### config.mk
export PLATFORM = sky130hd
export DESIGN_NAME = fivefn_alu
export DESIGN_NICKNAME = d
export VERILOG_FILES = /design/src/rtl/fivefn_alu_pkg.sv /design/src/rtl/fivefn_addsub.sv /design/src/rtl/fivefn_mul_half.sv /design/src/rtl/fivefn_shifter.sv /design/src/rtl/fivefn_result_mux.sv /design/src/rtl/fivefn_alu.sv
export SDC_FILE = /design/constraint.sdc
export NUM_CORES = 2
export LEC_CHECK = 0
export BUFFER_PORTS_ARGS = -buffer_cell sky130_fd_sc_hd__buf_4
export CORE_AREA = 4 4 284 286
export DETAILED_ROUTE_END_ITERATION = 7
export DIE_AREA = 0 0 288 290
export PLACE_DENSITY = 0.89
export SETUP_SLACK_MARGIN = 0.1
export SLEW_MARGIN = 20
export SYNTH_ARGS = -nofsm -noshare
export SYNTH_HDL_FRONTEND = slang
export SYNTH_SLANG_ARGS = --single-unit
### constraint.sdc
create_clock -name vclk -period 10.42
set_clock_uncertainty 0.05 [all_clocks]
set_input_delay 1.563 -clock vclk [all_inputs]
set_output_delay 1.563 -clock vclk [all_outputs]
set_load 0.02 [all_outputs]
### src/rtl/fivefn_alu_pkg.sv
package fivefn_alu_pkg;
  localparam int OP_W = 3;

  typedef enum logic [OP_W-1:0] {
    OP_ADD = 3'b000,
    OP_SUB = 3'b001,
    OP_MUL = 3'b010,
    OP_SHL = 3'b011,
    OP_SHR = 3'b100
  } alu_op_e;
endpackage

### src/rtl/fivefn_addsub.sv
module fivefn_addsub #(
  parameter int DATA_W = 64
) (
  input  logic [DATA_W-1:0] a,
  input  logic [DATA_W-1:0] b,
  input  logic              subtract,
  output logic [DATA_W-1:0] sum
);
  // Complement B and inject carry-in one when subtracting.
  logic [DATA_W-1:0] b_eff;
  logic [DATA_W-1:0] cin_vec;

  assign b_eff   = b ^ {DATA_W{subtract}};
  assign cin_vec = {{(DATA_W-1){1'b0}}, subtract};
  assign sum     = a + b_eff + cin_vec;
endmodule

### src/rtl/fivefn_mul_half.sv
module fivefn_mul_half #(
  parameter int HALF_W = 32
) (
  input  logic [HALF_W-1:0]   a_lo,
  input  logic [HALF_W-1:0]   b_lo,
  output logic [2*HALF_W-1:0] prod
);
  localparam int PROD_W = 2 * HALF_W;

  logic [PROD_W-1:0] a_ext;
  logic [PROD_W-1:0] b_ext;

  assign a_ext = {{HALF_W{1'b0}}, a_lo};
  assign b_ext = {{HALF_W{1'b0}}, b_lo};
  assign prod  = a_ext * b_ext;
endmodule

### src/rtl/fivefn_shifter.sv
module fivefn_shifter #(
  parameter int DATA_W  = 64,
  parameter int SHAMT_W = $clog2(DATA_W),
  parameter bit LEFT    = 1'b1
) (
  input  logic [DATA_W-1:0]  din,
  input  logic [SHAMT_W-1:0] amt,
  output logic [DATA_W-1:0]  dout
);
  // Logarithmic barrel: stage k moves the word by 2**k when amt[k] is set.
  logic [DATA_W-1:0] stg [0:SHAMT_W];

  assign stg[0] = din;

  for (genvar k = 0; k < SHAMT_W; k++) begin : g_stage
    localparam int STEP = 1 << k;
    logic [DATA_W-1:0] moved;
    if (LEFT) begin : g_left
      assign moved = stg[k] << STEP;
    end else begin : g_right
      assign moved = stg[k] >> STEP;
    end
    assign stg[k+1] = amt[k] ? moved : stg[k];
  end

  assign dout = stg[SHAMT_W];
endmodule

### src/rtl/fivefn_result_mux.sv
module fivefn_result_mux
  import fivefn_alu_pkg::*;
#(
  parameter int DATA_W = 64
) (
  input  logic [OP_W-1:0]   op,
  input  logic [DATA_W-1:0] arith,
  input  logic [DATA_W-1:0] prod,
  input  logic [DATA_W-1:0] shl,
  input  logic [DATA_W-1:0] shr,
  output logic [DATA_W-1:0] dout
);
  always_comb begin
    unique case (op)
      OP_ADD, OP_SUB: dout = arith;
      OP_MUL:         dout = prod;
      OP_SHL:         dout = shl;
      OP_SHR:         dout = shr;
      default:        dout = '0;
    endcase
  end
endmodule

### src/rtl/fivefn_alu.sv
module fivefn_alu
  import fivefn_alu_pkg::*;
#(
  parameter int DATA_W = 64
) (
  input  logic [DATA_W-1:0] opnd_a,
  input  logic [DATA_W-1:0] opnd_b,
  input  logic [OP_W-1:0]   op_sel,
  output logic [DATA_W-1:0] result
);
  localparam int HALF_W  = DATA_W / 2;
  localparam int SHAMT_W = $clog2(DATA_W);

  logic [DATA_W-1:0] arith_res;
  logic [DATA_W-1:0] prod_res;
  logic [DATA_W-1:0] shl_res;
  logic [DATA_W-1:0] shr_res;
  logic              do_sub;
  logic              unused_b_hi;

  assign do_sub      = (op_sel == OP_SUB);
  assign unused_b_hi = ^opnd_b[DATA_W-1:SHAMT_W];

  fivefn_addsub #(.DATA_W(DATA_W)) u_addsub (
    .a        (opnd_a),
    .b        (opnd_b),
    .subtract (do_sub),
    .sum      (arith_res)
  );

  fivefn_mul_half #(.HALF_W(HALF_W)) u_mul (
    .a_lo (opnd_a[HALF_W-1:0]),
    .b_lo (opnd_b[HALF_W-1:0]),
    .prod (prod_res)
  );

  fivefn_shifter #(.DATA_W(DATA_W), .SHAMT_W(SHAMT_W), .LEFT(1'b1)) u_shl (
    .din  (opnd_a),
    .amt  (opnd_b[SHAMT_W-1:0]),
    .dout (shl_res)
  );

  fivefn_shifter #(.DATA_W(DATA_W), .SHAMT_W(SHAMT_W), .LEFT(1'b0)) u_shr (
    .din  (opnd_a),
    .amt  (opnd_b[SHAMT_W-1:0]),
    .dout (shr_res)
  );

  fivefn_result_mux #(.DATA_W(DATA_W)) u_mux (
    .op    (op_sel),
    .arith (arith_res),
    .prod  (prod_res),
    .shl   (shl_res),
    .shr   (shr_res),
    .dout  (result)
  );
endmodule

==> impl_results.md <==
- Worst path most repeated cell: fa_1
- Vias in the first global route: 45,900
- Failing checks: negative setup slack
- Fin crit share: 1.01
- Routed Antenna Nets: 0
- Synth Instances: 5,549
- Final WS setup: -0.106 ns
- Avg Vias per Cell: 6.54
- DR vias: 44,100
- Num sequential: 0
- 1st-pass router iterations: 6
- Critical path data arrival time: 8.91 ns
- Worst Hold Class: in2out
- Status: finished with violations
- Crit Path Class: in2out
- Post-place setup slack: -0.383 ns
- Setup TNS: -0.324 ns
- Core area: 78,400 um2
- Syn_nets: 6,904
- Io pins: 195
- Largest net degree at the start of global routing: 132
- Initial core utilization: 0.593
- WP buf/inv: 8
- Nets@finish: 7,042
- Distinct cells, synth: 79
- Input/output buffers: 195
- Register area share after synthesis: 0
- Min Tclk post-route: 10.53 ns
- Final wirelength: 184 mm
- RD Place Congestion: 1.07
- Post-DR wirelength/cell: 27.3 um
- Synth top area share: 0.387
- Data required time at the worst endpoint: 8.81 ns
- Share of cells above drive strength 1: 0.167
- Synth Warn #: 0
- Clkbuf count: 0
- Initial antenna violation count: 9
- DR DRC count: 0
- Slew HR: 0.240
- Actual slew at the worst max-slew pin: 1.13 ns
- Mapped Avg Cell Area: 8.37 um2
- Area contributors post-synth: fa_1 (39%), ha_1 (8.8%), and2_1 (8.4%), inv_1 (7.1%), mux4_2 (5.4%)
- Max_cap viols: 0
- Crit-path slowest cell: fa_1
- RSZ-0062 raised after global routing: yes
- Final hold violations: 0
- Iter 0 DRT Violations: 5,110
- Row count: 103
- First-pass GRT wire length: 270 mm
- Die extent in y: 290 um
- Slew Viols, Final: 0
- Critical Path End Type: primary output
- Die area: 83,500 um2
- Max Freq: 0.0950 GHz
- HPWL after DPL: 144 mm
- Gr ovfl total: 0
- Final setup fails: 5
- Post-Syn Area: 46,400 um2
- GRT Util Overall: 0.424
- Layout area overhead: 13.1%
- Crit Path Max Fanout: 13
- Die W: 288 um
- Area leader, netlist: fa_1
- Crit path max-delay family: adder cells
- Crit path largest cell delay: 0.57 ns
- Sequential Area: 0 um2
- Crit start category: input pin
- Hold_buf cts: 0
-- per-layer routing --
| layer | share of wire | GRT usage |
|---|---|---|
| met3 | 0.12 | 0.0984 |
| met2 | 0.44 | 0.652 |
| met5 | 0.00020 | 0 |
| met1 | 0.35 | 0.543 |
| met4 | 0.087 | 0.261 |
-- tightest hold or removal path: stages --
cell and delay [ns]:
buf_4 0.17, o211ai_1 0.10, a21oi_1 0.10, buf_4 0.17
-- path summary, 6_finish.rpt --
path / from / endpoint / slack, ns / cells after the start
worst min-delay path: op_sel[2] / result[5] / 3.62 / 4
worst max-delay path: opnd_a[10] / result[61] / -0.11 / 28
-- area by class of cell --
class	count	area [um2]
Inverter	885	3330
Fill cell	5871	25800
Multi-Input combinational cell	4229	42700
Timing Repair Buffer	571	5190
Tap cell	1050	1310
Antenna cell	9	22.5
-- per-stage QoR --
step | instances | area, um2 | util | hold WS, ns
finish | 6744 | 52500 | 0.670 | 3.62
global route | 6739 | 52500 | 0.670 | 3.64
CTS | 6707 | 51200 | 0.653 | 3.60
detailed placement | 6693 | 50400 | 0.643 | 3.60
global placement | 6693 | 50400 | 0.643 | 3.61
floorplan | 5549 | 46600 | - | 3.42
-- logic make-up (layout without fill, tap and decap cells) --
kind of cell | Yosys count | after routing | share of synthesized area
simple gates | 1764 | 1764 | 0.187
buf+inv | 1320 | 1456 | 0.107
fa+ha+maj | 1224 | 1224 | 0.475
compound gates | 810 | 810 | 0.112
mux | 263 | 263 | 0.0874
xor+xnor | 168 | 168 | 0.0317
other cells | 0 | 9 | 0
-- cells in the mapped netlist (7+ instances only) --
cell type and count:
and2_1 622, nand4_1 45, mux4_2 111, o22a_1 17, xnor2_1 64, buf_1 36, buf_2 20, a31oi_1 29
a221oi_1 12, nand2_1 601, fa_1 897, a2111oi_0 8, nand2b_1 33, mux2_2 21, clkbuf_1 379, inv_1 883
o21ai_0 80, a211oi_1 30, nor3_1 38, o21a_1 13, o221ai_1 25, a21oi_1 239, mux2i_1 124, xor2_1 104
ha_1 327, nor4_1 7, nor2_1 318, a21o_1 76, or3_1 12, o21ai_1 73, nor2b_1 14, a22oi_1 9
o22ai_1 49, o211ai_1 42, and3_1 19, nand3_1 37, a211o_1 7, o21bai_1 26, o31ai_1 9
-- cell usage in the layout, fill, tap and decap left out, drive strengths merged, types with 28 or more instances in the layout --
cell type  count
o211ai        42
xnor2         64
mux4         111
nand2        601
nor3          38
buf          561
a211oi        30
a21o          76
xor2         104
inv          884
nand4         45
a21oi        239
mux2i        124
mux2          28
nor2         318
o22ai         49
and2         622
nand3         37
o21ai        153
nand2b        33
a31oi         30
ha           327
fa           897
-- repair_timing --
action | CTS | global route
buffers inserted | 9 | 19
resized for setup | 139 | 226
gates cloned | 5 | 9
endpoints found under the setup margin | 30 | 34
pin swaps | 35 | 114
Power is left out: the tool's default activity adds up to more than one toggle a clock period on the data nets, which glitch-free logic cannot reach.
